===== config.mk =====
export PLATFORM = sky130hd
export DESIGN_NAME = irq_level_ctrl
export DESIGN_NICKNAME = d
export VERILOG_FILES = /design/src/rtl/irqlc_pkg.sv /design/src/rtl/irqlc_arbiter.sv /design/src/rtl/irqlc_mask_reg.sv /design/src/rtl/irqlc_entry_fsm.sv /design/src/rtl/irq_level_ctrl.sv
export SDC_FILE = /design/constraint.sdc
export NUM_CORES = 1
export LEC_CHECK = 0
export CORE_ASPECT_RATIO = 1.75
export CORE_UTILIZATION = 37
export DETAILED_ROUTE_END_ITERATION = 16
export HOLD_SLACK_MARGIN = 0.1
export PLACE_DENSITY = 0.79
export SYNTH_ARGS = -nofsm -noshare
export SYNTH_HDL_FRONTEND = slang
export SYNTH_SLANG_ARGS = --single-unit

===== constraint.sdc =====
create_clock -name clk -period 2.23 [get_ports clk]
set_input_delay 0.669 -clock clk [delete_from_list [all_inputs] [get_ports clk]]
set_output_delay 0.669 -clock clk [all_outputs]
set_load 0.01 [all_outputs]

===== src/rtl/irqlc_pkg.sv =====
// Shared encodings for the interrupt level controller.
// Assumes: mask operation codes are fixed by the CPU decoder.
package irqlc_pkg;
    typedef enum logic [2:0] {
        MOP_NONE    = 3'd0,
        MOP_LOAD    = 3'd1,
        MOP_AND     = 3'd2,
        MOP_OR      = 3'd3,
        MOP_RESTORE = 3'd4
    } mask_op_e;

    typedef enum logic {
        ST_IDLE  = 1'b0,
        ST_ENTRY = 1'b1
    } entry_st_e;
endpackage


===== src/rtl/irqlc_arbiter.sv =====
// Priority arbiter: finds the highest eligible request level.
// Assumes: level NUM_HW is unmaskable; level i < NUM_HW is eligible when
// i >= mask (its servicing level i+1 is above the mask).
module irqlc_arbiter #(
    parameter int NUM_HW = 7,
    parameter int LVL_W  = $clog2(NUM_HW + 1)
) (
    input  logic [NUM_HW:0]    req,
    input  logic [LVL_W-1:0]   mask,
    output logic               hit,
    output logic [LVL_W-1:0]   win
);
    logic [NUM_HW:0] eligible;

    // Per-level eligibility; the top level bypasses the mask.
    for (genvar i = 0; i <= NUM_HW; i++) begin : g_elig
        if (i == NUM_HW) begin : g_top
            assign eligible[i] = req[i];
        end else begin : g_mask
            assign eligible[i] = req[i] && (LVL_W'(i) >= mask);
        end
    end

    // Highest-numbered eligible level wins.
    always_comb begin
        win = '0;
        for (int j = 0; j <= NUM_HW; j++) begin
            if (eligible[j]) win = LVL_W'(j);
        end
    end

    assign hit = |eligible;
endmodule


===== src/rtl/irqlc_mask_reg.sv =====
// Servicing-level register with software operations and entry commit.
// Assumes: commit and op_en never coincide (commit only during entry,
// op_en only outside it); commit still takes precedence.
module irqlc_mask_reg
    import irqlc_pkg::*;
#(
    parameter int LVL_W  = 3,
    parameter int DATA_W = 8
) (
    input  logic              clk,
    input  logic              rst_n,
    input  logic              op_en,
    input  logic [2:0]        op,
    input  logic [DATA_W-1:0] data,
    input  logic              commit,
    input  logic [LVL_W-1:0]  commit_lvl,
    output logic [LVL_W-1:0]  mask
);
    logic [LVL_W-1:0] operand;
    assign operand = data[LVL_W-1:0];

    // Level register update: reset to all ones, commit, or software op.
    always_ff @(posedge clk) begin
        if (!rst_n) begin
            mask <= '1;
        end else if (commit) begin
            mask <= commit_lvl;
        end else if (op_en) begin
            case (mask_op_e'(op))
                MOP_LOAD, MOP_RESTORE: mask <= operand;
                MOP_AND:               mask <= mask & operand;
                MOP_OR:                mask <= mask | operand;
                default:               mask <= mask;
            endcase
        end
    end
endmodule


===== src/rtl/irqlc_entry_fsm.sv =====
// Entry sequencer: accepts a request at a boundary, strobes take, holds
// the pending level until the CPU reports the context push.
// Assumes: swi_req is held until taken; hardware wins over software.
module irqlc_entry_fsm
    import irqlc_pkg::*;
#(
    parameter int NUM_HW = 7,
    parameter int LVL_W  = 3,
    parameter int VEC_W  = 4
) (
    input  logic             clk,
    input  logic             rst_n,
    input  logic             fetch_rdy,
    input  logic             hw_hit,
    input  logic [LVL_W-1:0] hw_lvl,
    input  logic             swi_req,
    input  logic [VEC_W-1:0] swi_vec,
    input  logic             ctx_pushed,
    input  logic [LVL_W-1:0] cur_mask,
    output logic             in_entry,
    output logic             take_int,
    output logic [VEC_W-1:0] vec_idx,
    output logic             src_hw,
    output logic             commit,
    output logic [LVL_W-1:0] commit_lvl
);
    entry_st_e        st;
    logic [LVL_W-1:0] pend_lvl;
    logic             accept;

    assign accept = (st == ST_IDLE) && fetch_rdy && (hw_hit || swi_req);

    // Sequencer state, take strobe and captured vector / level.
    always_ff @(posedge clk) begin
        if (!rst_n) begin
            st       <= ST_IDLE;
            take_int <= 1'b0;
            vec_idx  <= '0;
            src_hw   <= 1'b0;
            pend_lvl <= '1;
        end else begin
            take_int <= accept;
            if (accept) begin
                st <= ST_ENTRY;
                if (hw_hit) begin
                    vec_idx  <= VEC_W'(hw_lvl);
                    src_hw   <= 1'b1;
                    pend_lvl <= (hw_lvl == LVL_W'(NUM_HW)) ? '1 : hw_lvl + 1'b1;
                end else begin
                    vec_idx  <= swi_vec;
                    src_hw   <= 1'b0;
                end
            end else if (st == ST_ENTRY && ctx_pushed) begin
                st <= ST_IDLE;
            end
        end
    end

    assign in_entry   = (st == ST_ENTRY);
    assign commit     = in_entry && ctx_pushed;
    assign commit_lvl = src_hw ? pend_lvl : cur_mask;

    // take strobe never lasts longer than one cycle.
    a_r5_take_pulse: assert property (@(posedge clk) disable iff (!rst_n)
        take_int |=> !take_int);

    // entry only starts from a boundary.
    a_r5_entry_at_boundary: assert property (@(posedge clk) disable iff (!rst_n)
        $rose(in_entry) |-> $past(fetch_rdy));
endmodule


===== src/rtl/irq_level_ctrl.sv =====
// Top of the interrupt level controller: arbiter, entry sequencer and
// servicing-level register. Vector table occupies the top 16 words.
// Assumes: synchronous active-low reset; level NUM_HW is the reset level.
module irq_level_ctrl #(
    parameter int NUM_HW = 7,
    parameter int VEC_W  = 4,
    parameter int ADDR_W = 16,
    parameter int DATA_W = 8,
    parameter int LVL_W  = $clog2(NUM_HW + 1)
) (
    input  logic              clk,
    input  logic              rst_n,
    input  logic [NUM_HW-1:0] irq_req,
    input  logic              rst_req,
    input  logic              fetch_rdy,
    input  logic              swi_req,
    input  logic [VEC_W-1:0]  swi_vec,
    input  logic [2:0]        mask_op,
    input  logic [DATA_W-1:0] mask_data,
    input  logic              ctx_pushed,
    output logic              take_int,
    output logic [VEC_W-1:0]  vec_idx,
    output logic [ADDR_W-1:0] vec_addr,
    output logic [LVL_W-1:0]  cur_mask,
    output logic              in_entry
);
    localparam int PAD_W = ADDR_W - VEC_W - 1;

    logic             hw_hit;
    logic [LVL_W-1:0] hw_lvl;
    logic             src_hw;
    logic             commit;
    logic [LVL_W-1:0] commit_lvl;

    irqlc_arbiter #(.NUM_HW(NUM_HW), .LVL_W(LVL_W)) u_arb (
        .req  ({rst_req, irq_req}),
        .mask (cur_mask),
        .hit  (hw_hit),
        .win  (hw_lvl)
    );

    irqlc_entry_fsm #(.NUM_HW(NUM_HW), .LVL_W(LVL_W), .VEC_W(VEC_W)) u_fsm (
        .clk        (clk),
        .rst_n      (rst_n),
        .fetch_rdy  (fetch_rdy),
        .hw_hit     (hw_hit),
        .hw_lvl     (hw_lvl),
        .swi_req    (swi_req),
        .swi_vec    (swi_vec),
        .ctx_pushed (ctx_pushed),
        .cur_mask   (cur_mask),
        .in_entry   (in_entry),
        .take_int   (take_int),
        .vec_idx    (vec_idx),
        .src_hw     (src_hw),
        .commit     (commit),
        .commit_lvl (commit_lvl)
    );

    irqlc_mask_reg #(.LVL_W(LVL_W), .DATA_W(DATA_W)) u_mask (
        .clk        (clk),
        .rst_n      (rst_n),
        .op_en      (!in_entry),
        .op         (mask_op),
        .data       (mask_data),
        .commit     (commit),
        .commit_lvl (commit_lvl),
        .mask       (cur_mask)
    );

    // Vector word address inside the top 16 words of the space.
    assign vec_addr = {{PAD_W{1'b1}}, vec_idx, 1'b0};

    // Level expected after a hardware commit, derived from the vector.
    logic [LVL_W-1:0] exp_hw_lvl;
    assign exp_hw_lvl = (vec_idx == VEC_W'(NUM_HW)) ? '1 : LVL_W'(vec_idx) + 1'b1;

    // reset leaves the mask fully raised and the sequencer idle.
    a_r1_reset_state: assert property (@(posedge clk)
        !rst_n |=> (cur_mask == '1) && !in_entry && !take_int);

    // a hardware take is never below the mask in force at the boundary.
    a_r2_take_above_mask: assert property (@(posedge clk) disable iff (!rst_n)
        (take_int && src_hw) |->
            (vec_idx == VEC_W'(NUM_HW)) || (vec_idx >= VEC_W'($past(cur_mask))));

    // commit of a hardware entry sets the level from the taken vector.
    a_r6_commit_level: assert property (@(posedge clk) disable iff (!rst_n)
        (in_entry && ctx_pushed && src_hw) |=> (cur_mask == $past(exp_hw_lvl)));

    // a software entry commit leaves the level untouched.
    a_r7_soft_keeps_mask: assert property (@(posedge clk) disable iff (!rst_n)
        (in_entry && ctx_pushed && !src_hw) |=> $stable(cur_mask));

    // while waiting for the push, the level cannot move.
    a_r9_frozen_in_entry: assert property (@(posedge clk) disable iff (!rst_n)
        (in_entry && !ctx_pushed) |=> $stable(cur_mask) && in_entry);
endmodule


Word-level counts from Yosys, hierarchy flattened --
Cells that the tools add are included. Widths: inputs -> output; s select.
Operators by class: add/sub/neg operators 1, $lt $le $gt $ge 7, equality and inequality tests 7, mux-type cells 16, bitwise gates (word level) 3, reductions and logical operators 17
Operator list (number):
- $mux 3 | 8
- $logic_and 1x1->1 | 10
- $ge 3x3->1 const A | 3
- $pmux 3 s3 | 1
- $reduce_or 8->1 | 1
- $eq 3x2->1 const B | 2
- $eq 3x3->1 const B | 2
- $ge 1x3->1 const A | 2
- $ge 2x3->1 const A | 2
- $mux 1 | 4
- $mux 2 | 2
- $mux 4 | 1
- $reduce_bool 4->1 | 1
- $add 3x1->3 const B | 1
- $and 3x3->3 | 1
- $eq 3x1->1 const B | 1
- $or 3x3->3 | 1
- $reduce_and 3->1 | 1
- $ne 2x1->1 const B | 1
- $ne 2x2->1 const B | 1
- $reduce_and 2->1 | 1
- $reduce_bool 2->1 | 1
- $reduce_or 2->1 | 1
- $logic_or 1x1->1 | 1
- $not 1->1 | 1
Storage, ports and cells: flip-flop bits (word level) 13, input bits 28

Logic depth before layout (Yosys ltp) --
word-level depth 11, gate-level depth with buffers 5

Modules after synthesis --
Synthesis repeated with hierarchy kept, for this count alone.
Second synthesis, totals: cell total of the unflattened synthesis 116, area total of the unflattened synthesis 964.7 sq um
By module, submodules not included:
- irqlc_entry_fsm | instances 1, cells an instance 51, area each 503.0 sq um
- irqlc_mask_reg | instances 1, cells an instance 26, area each 214.0 sq um
- irq_level_ctrl | instances 1, cells an instance 19, area each 131.4 sq um
- irqlc_arbiter | instances 1, cells an instance 20, area each 116.4 sq um

Least setup slack after synthesis --
No wires, ideal clock.
path type in2reg, start in irq_req[2], end reg u_fsm.vec_idx[0], arrival 1.847 ns, path slack 0.304 ns, stages on the path 5, buffers on the path 0, cell sequence or3b_1 a222oi_1 a21o_1 a21oi_2 a211oi_2
On the way: cells in the longest elaborated chain, start to end 8
RTL lines:
- from (decl) | RTL line irq_level_ctrl.sv:13 | input logic [NUM_HW-1:0] irq_req,
- $logic_and 1x1->1 (*) | RTL line irqlc_arbiter.sv:20 | assign eligible[i] = req[i] && (LVL_W'(i) >= mask);
- $mux 2 (2 in a row) | RTL line irqlc_arbiter.sv:28 | if (eligible[j]) win = LVL_W'(j);
- $mux 3 (4 in a row) | RTL line irqlc_arbiter.sv:28
- $mux 4 | RTL line irqlc_entry_fsm.sv:45 | if (hw_hit) begin
- to (signal assigned) | RTL line irqlc_entry_fsm.sv:46 | vec_idx <= VEC_W'(hw_lvl);
- to (signal assigned) | RTL line irqlc_entry_fsm.sv:50 | vec_idx <= swi_vec;
- to (decl) | RTL line irqlc_entry_fsm.sv:22 | output logic [VEC_W-1:0] vec_idx,
Mark *: on every way between the ends. The rest lies on a longest branch, timed or not. A chain may end at the register's enable or synchronous reset.

Final worst setup path --
start in irq_req[5], end reg u_fsm.vec_idx[0]
On the way: cells in the longest elaborated chain, start to end 5
RTL lines (RTL line):
- $logic_and 1x1->1 (*) | irqlc_arbiter.sv:20
- $mux 3 (3 in a row) | irqlc_arbiter.sv:28
- $mux 4 | irqlc_entry_fsm.sv:45
Marks and branches as above.

==> flow_metrics.tcl <==
set metrics [dict create \
    hpwl_mm 1.793 \
    post-place-cells 183 \
    number_of_hold_violations_in_the_final_report 0 \
    synth_sequential_area_ratio_pct 28.93 \
    internal_power_uw 508.2 \
    cp.arrival_ns 2.29 \
    clock-root-buffer "sky130_fd_sc_hd__clkbuf_8" \
    ys_async_sr_fraction_pct 0 \
    depth_of_the_cts_h_tree 1 \
    final_core_utilization_pct 57.99 \
    fp.dieH_um 67.23 \
    multi_input_area_um2 548.0 \
    ys_seq_elements 13 \
    n_antenna_cell 0 \
    final-setup-viol-count 0 \
    pre_cts_ws_ns -0.2583 \
    sequential_standard_cell_area_um2 260.3 \
    grt_pass1_wl_mm 3.387 \
    synth_area_um2 899.6 \
    drt-total-wl_mm 2.218 \
    power.leakage_uw 0.0005765 \
    ios 53 \
    synth.top_cells.by_area "sky130_fd_sc_hd__dfxtp_1 29%, sky130_fd_sc_hd__buf_4 13%, sky130_fd_sc_hd__a21oi_1 6.7%" \
    wl_per_cell_um 11.86 \
    p_switching_uw 215.4 \
    grt_start_max_net_pins 10 \
    cts_tree "built" \
    placement.io_buffers 35 \
    initial_util_pct 39.08 \
    place_congestion 0.8751 \
    clock_network_latency_to_the_later_pin_of_the_worst_skew_pair_ns 0.25 \
    postCtsSetupRepairBufs 0 \
    power.sequential.fraction_pct 37.4 \
    clock.fmax_mhz 463.8 \
    timing.critical_path.from "irq_req[5]" \
    synth-main-ff-cell "sky130_fd_sc_hd__dfxtp_1" \
    cts-buffers-inserted 3 \
    finalWorstPathRequiredPeriod_ns 2.156 \
    drive_gt1_share_pct 13.58 \
    via_count 964 \
    first_global_vias 889 \
    drtIter0Drc 37 \
    ys.warnings.count 0 \
    combinationalPowerShare_pct 33.3 \
    drc_errors 0 \
    power-per-cell-area_nw_per_um2 542.1 \
    syn_avg_cell_area_um2 7.560 \
    clock_power_share_pct 29.3 \
    ys_types 37 \
    kind_of_end_point_of_the_critical_path "register" \
    timing.critical_path.from_type "input port" \
    hold-worst-slack_ns 0.4792 \
    crit-reg2reg-launch "u_mask.mask[2]" \
    fin_crit_sh_pct 96.69 \
    final_max_slew_viol_count 0 \
    avgViaCountPerCell 5.155 \
    max_cap_violations 0 \
    path_clk_slew_ns 0.05 \
    criticalPathCategory "in -> reg" \
    synth_top_area_share_pct 28.93 \
    clock_tree_sinks 13 \
    fp.dieW_um 39.28 \
    die-area_um2 2640 \
    row_count 23 \
    fillers 232 \
    switching_power_as_a_share_of_total_power_pct 29.77 \
    final_critical_path_setup_slack_ns 0.07383 \
    timing.hold.worst.class "reg -> reg" \
    placeableCoreArea_um2 2302 \
    syn_inst 119 \
    synth_enable_flop_cells 0 \
    highest_net_fanout_along_the_worst_path 5 \
    grt_overflow_total 0 \
    nNetsFinal 191 \
    cts_max_path_buffers 2 \
    holdCritStartpoint "u_fsm.vec_idx[3]" \
    outcome "complete, no violations" \
    synth_area_leader_cell "sky130_fd_sc_hd__dfxtp_1" \
    ys_top_cells_by_count "16 x sky130_fd_sc_hd__buf_4, 13 x sky130_fd_sc_hd__dfxtp_1, 13 x sky130_fd_sc_hd__nor2_1, 12 x sky130_fd_sc_hd__a21oi_1, 12 x sky130_fd_sc_hd__nand2_1" \
    fin_worst_skew_ns 0.001904 \
    worstPathRequired_ns 2.36 \
    post-synth-top-count-cell "sky130_fd_sc_hd__buf_4" \
    final_cells 187 \
    total_routing_usage_reported_by_global_routing_pct 18.12 \
    vdd_ir_drop_max_mv 0.3555 \
    grt_setup_unrepaired "false" \
    initial_antenna_violation_count 0 \
    layout-area-overhead-vs-synth_pct 48.40 \
    route.antenna.remaining_nets 0 \
    1st_pass_router_iterations 4 \
]
## area by class of cell
| type | instances | share of cell area, % |
|---|---|---|
| Clock buffer | 3 | 3.093 |
| Inverter | 3 | 0.8435 |
| Timing Repair Buffer | 46 | 32.80 |
| Clock inverter | 1 | 0.3749 |
| Sequential cell | 13 | 19.49 |
| Multi-Input combinational cell | 96 | 41.05 |
| Tap cell | 25 | 2.343 |
## critical path, stage by stage
cell	delay [ns]
sky130_fd_sc_hd__clkdlybuf4s50_1	0.46
sky130_fd_sc_hd__nand3b_1	0.19
sky130_fd_sc_hd__a221oi_2	0.24
sky130_fd_sc_hd__buf_4	0.18
sky130_fd_sc_hd__nand4b_1	0.15
sky130_fd_sc_hd__buf_4	0.18
sky130_fd_sc_hd__a21oi_1	0.15
sky130_fd_sc_hd__a211oi_2	0.06
## state kept, by name, summed over array words and instances (netlist names)
| signal | cells |
|---|---|
| u_fsm.src_hw | 1 |
| u_mask.mask | 3 |
| u_fsm.pend_lvl | 3 |
| u_fsm.take_int | 1 |
| u_fsm.vec_idx | 4 |
| u_fsm.in_entry | 1 |
## metal layers
| layer | track usage (%) | wire length, µm | vias to the layer above |
|---|---|---|---|
| met5 | 0 | 0 | - |
| met2 | 32.92 | 1236 | 23 |
| met4 | 11.64 | 42 | 0 |
| li1 | - | - | 481 |
| met3 | 0.9868 | 82 | 4 |
| met1 | 18.81 | 857 | 456 |
## power by group through the flow
stage          combinational (µW)  sequential, µW  clock [µW]
6_report                      241             271         212
5_1_grt                       262             274         227
4_1_cts                       240             271         214
3_5_place_dp                  238             275           0
3_3_place_gp                  233             275           0
2_1_floorplan                 133             278           0
## stage by stage
| step | total power [µW] | TNS [ns] | cell area, µm² |
|---|---|---|---|
| 6_report | 723.7 | 0 | 1335 |
| 5_1_grt | 763.1 | 0 | 1335 |
| 4_1_cts | 724.4 | 0 | 1324 |
| 3_5_place_dp | 513.6 | -1.307 | 1277 |
| 3_3_place_gp | 508.2 | -1.133 | 1277 |
| 2_1_floorplan | 411.7 | 0 | 937.1 |
## path summary, 6_finish.rpt
kind                            to  cells past startpoint  slack (ns)
hold reg to reg   u_fsm.vec_idx[3]                      2        0.48
hold / removal    u_fsm.vec_idx[3]                      2        0.48
setup reg to reg  u_fsm.vec_idx[0]                      7        0.42
setup / recovery  u_fsm.vec_idx[0]                      8        0.07
## placed cells by master, fill, tap and decap left out, types with 2 or more instances in the layout
cell	instances
sky130_fd_sc_hd__dlymetal6s2s_1	2
sky130_fd_sc_hd__and3_1	3
sky130_fd_sc_hd__dfxtp_1	13
sky130_fd_sc_hd__a211oi_1	2
sky130_fd_sc_hd__o21ai_1	5
sky130_fd_sc_hd__conb_1	12
sky130_fd_sc_hd__nand2_1	12
sky130_fd_sc_hd__a21boi_0	2
sky130_fd_sc_hd__o21a_1	3
sky130_fd_sc_hd__clkdlybuf4s50_1	33
sky130_fd_sc_hd__nor2_1	13
sky130_fd_sc_hd__inv_1	3
sky130_fd_sc_hd__a21oi_1	12
sky130_fd_sc_hd__nand3b_1	2
sky130_fd_sc_hd__nand2b_1	2
sky130_fd_sc_hd__clkbuf_8	3
sky130_fd_sc_hd__nor2b_1	3
sky130_fd_sc_hd__nand3_1	3
sky130_fd_sc_hd__buf_4	11
sky130_fd_sc_hd__o22ai_1	3
## cell families after synthesis
| kind of cell | Yosys count | share of synthesized area [%] |
|---|---|---|
| AND/OR/NAND/NOR | 46 | 26.29 |
| AO/OA/AOI/OAI | 36 | 26.84 |
| buffers and inverters | 20 | 15.02 |
| flip-flops | 13 | 28.93 |
| other | 2 | 0.8348 |
| XOR/XNOR | 1 | 0.9738 |
| multiplexers | 1 | 1.113 |
## repair_timing
| item | CTS | global route |
|---|---|---|
| endpoints found under the hold margin | 0 | 0 |
| pin swaps | 4 | 2 |
| setup endpoints to repair | 2 | 4 |
| resized for setup | 0 | 3 |
| hold buffers | 0 | 0 |
Note: power is estimated with default switching activity, not from simulation.
